==> src/rtl/erase_pkg.sv <==
// Shared types for the erase sequencer.
// Assumes nothing beyond a standard SystemVerilog package scope.
package erase_pkg;
    // Controller phase: idle, zero program, zero verify, erase to ones
    typedef enum logic [1:0] {
        ST_IDLE   = 2'd0,
        ST_PROG   = 2'd1,
        ST_VERIFY = 2'd2,
        ST_ERASE  = 2'd3
    } erase_st_e;
endpackage

==> src/rtl/erase_array.sv <==
// Behavioural word array with one write port and two combinational read
// ports. Assumes a single writer per cycle; contents are never reset.
module erase_array #(
    parameter int DATA_W = 16,
    parameter int DEPTH  = 32,
    parameter int AW     = 5
) (
    input  logic              clk,
    input  logic              we,
    input  logic [AW-1:0]     waddr,
    input  logic [DATA_W-1:0] wdata,
    input  logic [AW-1:0]     raddr_a,
    output logic [DATA_W-1:0] rdata_a,
    input  logic [AW-1:0]     raddr_b,
    output logic [DATA_W-1:0] rdata_b
);
    logic [DATA_W-1:0] cells [DEPTH];

    // Store one word on a write strobe
    always_ff @(posedge clk) begin
        if (we) cells[waddr] <= wdata;
    end

    // Unregistered reads for the verify pass and the host path
    assign rdata_a = cells[raddr_a];
    assign rdata_b = cells[raddr_b];
endmodule

==> src/rtl/erase_pick.sv <==
// Lowest-set-bit encoder over a sector mask.
// Assumes NUM_SECT >= 2; idx is don't-care when any is low.
module erase_pick #(
    parameter int NUM_SECT = 4,
    localparam int SIW     = $clog2(NUM_SECT)
) (
    input  logic [NUM_SECT-1:0] mask,
    output logic [SIW-1:0]      idx,
    output logic                any
);
    // Scan from the top so the lowest set bit wins
    always_comb begin
        idx = '0;
        for (int i = NUM_SECT - 1; i >= 0; i--) begin
            if (mask[i]) idx = SIW'(i);
        end
        any = |mask;
    end
endmodule

==> src/rtl/erase_ctrl.sv <==
// Erase sequencer FSM. Walks the pending sectors lowest index first and
// runs three passes of SECT_WORDS cycles each: write zero, check zero,
// write ones. A failed check restarts the zero pass of that sector.
// Assumes the verify data is the combinational array word at addr.
module erase_ctrl
    import erase_pkg::*;
#(
    parameter int NUM_SECT   = 4,
    parameter int SECT_WORDS = 8,
    parameter int DATA_W     = 16,
    parameter int AW         = 5,
    localparam int SIW       = $clog2(NUM_SECT),
    localparam int WW        = $clog2(SECT_WORDS)
) (
    input  logic                clk,
    input  logic                rst_n,
    input  logic                start,
    input  logic [NUM_SECT-1:0] targets,
    input  logic [DATA_W-1:0]   vdata,
    output logic                busy,
    output logic                done,
    output logic                we,
    output logic [AW-1:0]       addr,
    output logic [DATA_W-1:0]   wdata
);
    erase_st_e           state;
    logic [NUM_SECT-1:0] pending;
    logic [NUM_SECT-1:0] pick_in;
    logic [SIW-1:0]      cur;
    logic [SIW-1:0]      pick_idx;
    logic                pick_any;
    logic [WW-1:0]       word;
    logic                last_word;

    // Candidate mask: fresh targets when idle, else the rest after cur
    always_comb begin
        if (state == ST_IDLE) pick_in = targets;
        else                  pick_in = pending & ~(NUM_SECT'(1) << cur);
    end

    erase_pick #(.NUM_SECT(NUM_SECT)) u_pick (
        .mask (pick_in),
        .idx  (pick_idx),
        .any  (pick_any)
    );

    // Address and write data for the current word
    assign last_word = (word == WW'(SECT_WORDS - 1));
    assign addr      = AW'(cur) * AW'(SECT_WORDS) + AW'(word);
    assign we        = (state == ST_PROG) || (state == ST_ERASE);
    assign wdata     = (state == ST_ERASE) ? '1 : '0;

    // Phase, sector and word sequencing
    always_ff @(posedge clk) begin
        if (!rst_n) begin
            state   <= ST_IDLE;
            busy    <= 1'b0;
            done    <= 1'b0;
            pending <= '0;
            cur     <= '0;
            word    <= '0;
        end else begin
            done <= 1'b0;
            case (state)
                ST_IDLE: begin
                    if (start) begin
                        pending <= targets;
                        word    <= '0;
                        if (pick_any) begin
                            cur   <= pick_idx;
                            state <= ST_PROG;
                            busy  <= 1'b1;
                        end else begin
                            done  <= 1'b1;
                        end
                    end
                end
                ST_PROG: begin
                    if (last_word) begin
                        word  <= '0;
                        state <= ST_VERIFY;
                    end else begin
                        word  <= word + 1'b1;
                    end
                end
                ST_VERIFY: begin
                    if (vdata != '0) begin
                        word  <= '0;
                        state <= ST_PROG;
                    end else if (last_word) begin
                        word  <= '0;
                        state <= ST_ERASE;
                    end else begin
                        word  <= word + 1'b1;
                    end
                end
                ST_ERASE: begin
                    if (last_word) begin
                        word    <= '0;
                        pending <= pick_in;
                        if (pick_any) begin
                            cur   <= pick_idx;
                            state <= ST_PROG;
                        end else begin
                            state <= ST_IDLE;
                            busy  <= 1'b0;
                            done  <= 1'b1;
                        end
                    end else begin
                        word <= word + 1'b1;
                    end
                end
                default: state <= ST_IDLE;
            endcase
        end
    end
endmodule

==> src/rtl/erase_seq.sv <==
// Top of the erase sequencer. Masks the request with the protect vector,
// gives the array write port to the controller while busy (host writes are
// dropped then), and answers reads with a status word while busy.
// Assumes DATA_W >= 8 so that status bits 7 and 6 exist.
module erase_seq #(
    parameter int NUM_SECT   = 4,
    parameter int SECT_WORDS = 8,
    parameter int DATA_W     = 16,
    localparam int DEPTH     = NUM_SECT * SECT_WORDS,
    localparam int AW        = $clog2(DEPTH)
) (
    input  logic                clk,
    input  logic                rst_n,
    input  logic                start,
    input  logic [NUM_SECT-1:0] sect_sel,
    input  logic                whole_chip,
    input  logic [NUM_SECT-1:0] protect,
    input  logic                host_we,
    input  logic [AW-1:0]       host_addr,
    input  logic [DATA_W-1:0]   host_wdata,
    input  logic                rd_en,
    input  logic [AW-1:0]       rd_addr,
    output logic [DATA_W-1:0]   rd_data,
    output logic                ready,
    output logic                done
);
    localparam logic [DATA_W-1:0] ERASED = '1;

    logic [NUM_SECT-1:0] targets;
    logic                busy;
    logic                ctl_we;
    logic [AW-1:0]       ctl_addr;
    logic [DATA_W-1:0]   ctl_wdata;
    logic                arr_we;
    logic [AW-1:0]       arr_waddr;
    logic [DATA_W-1:0]   arr_wdata;
    logic [DATA_W-1:0]   vdata;
    logic [DATA_W-1:0]   host_rdata;
    logic [DATA_W-1:0]   status;
    logic                toggle;

    // Eligible sectors for a request
    assign targets = (whole_chip ? {NUM_SECT{1'b1}} : sect_sel) & ~protect;

    erase_ctrl #(
        .NUM_SECT   (NUM_SECT),
        .SECT_WORDS (SECT_WORDS),
        .DATA_W     (DATA_W),
        .AW         (AW)
    ) u_ctrl (
        .clk     (clk),
        .rst_n   (rst_n),
        .start   (start),
        .targets (targets),
        .vdata   (vdata),
        .busy    (busy),
        .done    (done),
        .we      (ctl_we),
        .addr    (ctl_addr),
        .wdata   (ctl_wdata)
    );

    // Write port ownership: controller while busy, host otherwise
    always_comb begin
        if (busy) begin
            arr_we    = ctl_we;
            arr_waddr = ctl_addr;
            arr_wdata = ctl_wdata;
        end else begin
            arr_we    = host_we;
            arr_waddr = host_addr;
            arr_wdata = host_wdata;
        end
    end

    erase_array #(
        .DATA_W (DATA_W),
        .DEPTH  (DEPTH),
        .AW     (AW)
    ) u_array (
        .clk     (clk),
        .we      (arr_we),
        .waddr   (arr_waddr),
        .wdata   (arr_wdata),
        .raddr_a (ctl_addr),
        .rdata_a (vdata),
        .raddr_b (rd_addr),
        .rdata_b (host_rdata)
    );

    // Status word: inverted erased value on bit 7, toggle on bit 6
    always_comb begin
        status    = '0;
        status[7] = ~ERASED[7];
        status[6] = toggle;
    end

    // Registered read path and toggle flip per status read
    always_ff @(posedge clk) begin
        if (!rst_n) begin
            rd_data <= '0;
            toggle  <= 1'b0;
        end else if (rd_en) begin
            if (busy) begin
                rd_data <= status;
                toggle  <= ~toggle;
            end else begin
                rd_data <= host_rdata;
            end
        end
    end

    assign ready = ~busy;
endmodule

==> config.mk <==
export PLATFORM = sky130hd
export DESIGN_NAME = erase_seq
export DESIGN_NICKNAME = d
export VERILOG_FILES = /design/src/rtl/erase_pkg.sv /design/src/rtl/erase_array.sv /design/src/rtl/erase_pick.sv /design/src/rtl/erase_ctrl.sv /design/src/rtl/erase_seq.sv
export SDC_FILE = /design/constraint.sdc
export NUM_CORES = 1
export LEC_CHECK = 0
export CAP_MARGIN = 20
export CORE_MARGIN = 2
export CORE_UTILIZATION = 40
export DETAILED_ROUTE_END_ITERATION = 10
export PLACE_DENSITY = 0.67
export SLEW_MARGIN = 10
export SYNTH_ARGS = -nofsm -noshare
export SYNTH_HDL_FRONTEND = slang
export SYNTH_SLANG_ARGS = --single-unit
==> constraint.sdc <==
create_clock -name clk -period 6.8 [get_ports clk]
set_clock_uncertainty 0.15 [all_clocks]
set_input_delay 2.04 -clock clk [delete_from_list [all_inputs] [get_ports clk]]
set_output_delay 2.04 -clock clk [all_outputs]
set_load 0.05 [all_outputs]
==> summary.txt <==
Status
  – Result of the run: complete, no violations

Detailed routing
  – DRT antenna net count: 0
  – Routed vias: 15,370
  – Routed vias/inst: 6.497
  – Initial DRT Pass Iterations: 7
  – Total Routed Length: 74,770 um
  – DR WL/cell: 31.61 um
  – DRC violation total after the first TritonRoute iteration: 2,291
  – Number of remaining DRC errors: 0

Die
  – Die height: 252.8 um
  – Die width: 252.8 um
  – Core box area: 0.06148 mm2
  – Row cnt: 91
  – Initial Utilization: 40.28%
  – IO Pins: 58
  – Full die area: 0.06393 mm2

STA
  – Fin. max-slew vios: 0
  – Slew HR: 26.70%
  – Final count of negative-setup-slack endpoints: 0
  – Final worst slack: 1739 ps
  – Sum Neg Setup Slack: 0 ps
  – Final Hold Vio Count: 0
  – Unrepaired setup endpoints after global routing: false
  – Least-Margin Pin Slew: 1095 ps
  – Minimum clock period: 5061 ps
  – Highest Clock Rate: 197.6 MHz
  – Period utilisation layout: 74.42%

Logic synthesis
  – Simple-Gate Fraction of Synth Area: 5.981%
  – Top cell type's share of synthesized area: 62.07%
  – Post-synth EDFFs: 512
  – Post-Synth Adder-Cell Area: 0.3536%
  – Sequential fraction of the synthesis area: 64.50%
  – Synthesized flop and latch total: 542
  – Distinct cell type count after synthesis: 67
  – Ys Warns: 0
  – Post-synthesis mux area share: 22.18%
  – Synth area leader: edfxtp_1
  – Top_reg_cell synth: edfxtp_1
  – Compound-Gate Fraction of Synth Area: 4.698%
  – Mapped Nets: 1,490
  – Syn_area_per_cell: 17.16 um2
  – Asr flop ratio synth: 0%
  – Mapped Area: 0.02477 mm2
  – Post-Synthesis Cells: 1,443
  – XOR/XNOR Fraction of Synth Area: 0.03536%
  – Largest family of logic cells by synthesized area: multiplexers
  – Top post-synthesis cells by area: edfxtp_1, mux4_2, mux2i_1

Pwr
  – Peak supply drop: 0.2246 mV
  – Pwr dens: 314.6 mW/mm2
  – Tot Pwr: 8.905 mW
  – Leak: 8.786 nW
  – Clock power frac: 33.2%
  – Sw frac: 29.56%
  – Sw power: 2.632 mW
  – Combinational Power Share: 19.6%
  – Sequential power share: 47.2%
  – Cell-internal power: 6.273 mW

Worst setup path
  – WS Path Type: flop to output pin
  – Critical Path Max Stage Delay: 970 ps
  – Critical path data arrival time: 2870 ps
  – Reg2Reg Depth: 10
  – Kind of start point of the critical path: flop
  – CP max FO: 33
  – R2r setup slk: 2420 ps
  – Required time of the worst setup path: 4610 ps
  – Slowest cell on the critical path: dfxtp_2
  – Start of the worst register-to-register path: u_ctrl.word[1]$_SDFFE_PN0P_
  – CP cell instances: inv_1, clkdlybuf4s50_1
  – RR Endpoint: u_ctrl.state[0]$_SDFFE_PN0P_
  – Critical Path End Type: output pin
  – Critical path startpoint: u_ctrl.busy$_SDFFE_PN0P_

Cells and area
  – Final core utilization: 46.04%
  – Filler cell count: 5,148
  – # diodes: 0
  – Final nets: 1,577
  – Most frequent cells in the layout: edfxtp_1, mux4_2, nor2_1, mux2i_1, buf_4
  – Final Instance Area: 0.02831 mm2
  – Fraction of layout cells with a size suffix above 1: 26.41%
  – Area Growth Syn to Fin: 14.28%
  – Commonest non-fill, non-tap cell in the layout: edfxtp_1

Placed design
  – Post-Place Cell Area: 0.02656 mm2
  – Gpl congestion: 0.8928
  – Setup WS pre-CTS: 1770 ps
  – Final HPWL DP: 48,150 um
  – Port buffer count: 57

Min path
  – Worst hold-check path type: flop to flop
  – Worst hold start: u_ctrl.pending[0]$_SDFFE_PN0P_
  – Hold EP: u_ctrl.pending[0]$_SDFFE_PN0P_
  – Worst Hold Depth: 2

Clock tree
  – H-tree depth: 2
  – CTS max path bufs: 3
  – Clk slew on worst S/H paths: 60 ps
  – Post-CTS setup buffers: 0
  – Root Driver: clkbuf_16
  – CTS sink cnt: 542
  – TritonCTS clock tree: done
  – Resized Gates After CTS: 0
  – Total CTS buffers: 54
  – Worst-skew pair later-pin latency: 620 ps
  – CTS Hold Bufs: 0

Global route
  – Pin count of the biggest net entering global routing: 94
  – Antenna violations before repair: 2
  – Number of global-route vias before repair: 15,200
  – Gr usage total: 23.52%
  – GRT overflow: 0
  – First-pass GRT wire length: 107,400 um

Run
  – Max Cap Viol: 0
==> per-stage QoR <==
stage	instances	hold slack, ps
after detailed placement	2264	324.0
after global placement	2264	319.5
after CTS	2365	337.7
after global routing	2365	369.1
after floorplan	1443	298.0
final	2365	337.2
==> critical path: cells and delay by family, from the launching register on <==
family / cells / cell delay [ps]
flops: 1 / 970
buf+inv: 2 / 1300
==> worst max-delay path by stage <==
stage	depth (start not counted)	end	slack, ps
finish	2	ready	1740
global route	2	ready	1640
CTS	2	ready	1770
floorplan	8	rd_data[0]$_SDFFE_PN0P_	2330
detailed placement	8	rd_data[13]$_SDFFE_PN0P_	1770
global placement	8	rd_data[13]$_SDFFE_PN0P_	1770
==> area by class of cell <==
type	count	area [um2]	share of cell area [%]
tap	790	988.4	3.492
timing repair buffer	126	1116	3.943
inverter	28	105.1	0.3713
clock buffer	64	1410	4.982
sequential	542	15980	56.47
clock inverter	37	325.3	1.149
multi-input combinational	778	8377	29.59
==> layer usage <==
metal  share of wire (%)  global-route usage, %  vias to the layer above
met5               0.016                      0                        -
met4                 4.0                  9.417                        2
met3                  13                  6.990                      179
met2                  46                  36.47                     1121
met1                  38                  31.20                     7913
li1                    -                      -                     6151
==> synthesized netlist by cell type (23+ instances only) <==
cell type and instances:
a21oi_1 46, clkbuf_1 48, dfxtp_1 30, edfxtp_1 512, inv_1 28, mux2i_1 80
mux4_2 204, nand2_1 60, nor2_1 114, nor3_1 34, nor4_1 23, o21ai_0 30
==> state kept, by name, indices dropped and copies added, names as in the netlist <==
signal          cells
u_array.cells     512
u_ctrl.state        2
u_ctrl.pending      4
rd_data            16
u_ctrl.cur          2
toggle              1
u_ctrl.word         3
u_ctrl.busy         1
u_ctrl.done         1
==> power groups by stage <==
stage | clock [mW] | combinational, mW | sequential (mW)
2_1_floorplan | 0 | 0.988 | 4.23
3_3_place_gp | 0 | 1.68 | 4.25
3_5_place_dp | 0 | 1.71 | 4.26
4_1_cts | 2.98 | 1.71 | 4.19
5_1_grt | 3.11 | 1.83 | 4.21
6_report | 2.96 | 1.75 | 4.20
==> kinds of logic (layout without fill, tap and decap cells) <==
kind of cell               Yosys count  in the layout
and+or+nand+nor                    307            307
adders and majority gates            7              7
xor gates and xnor gates             1              1
AOI/OAI and AO/OA                  173            173
muxes                              290            290
DFF                                542            542
buffers and inverters              123            255
Note: power is estimated with default switching activity, not from simulation.
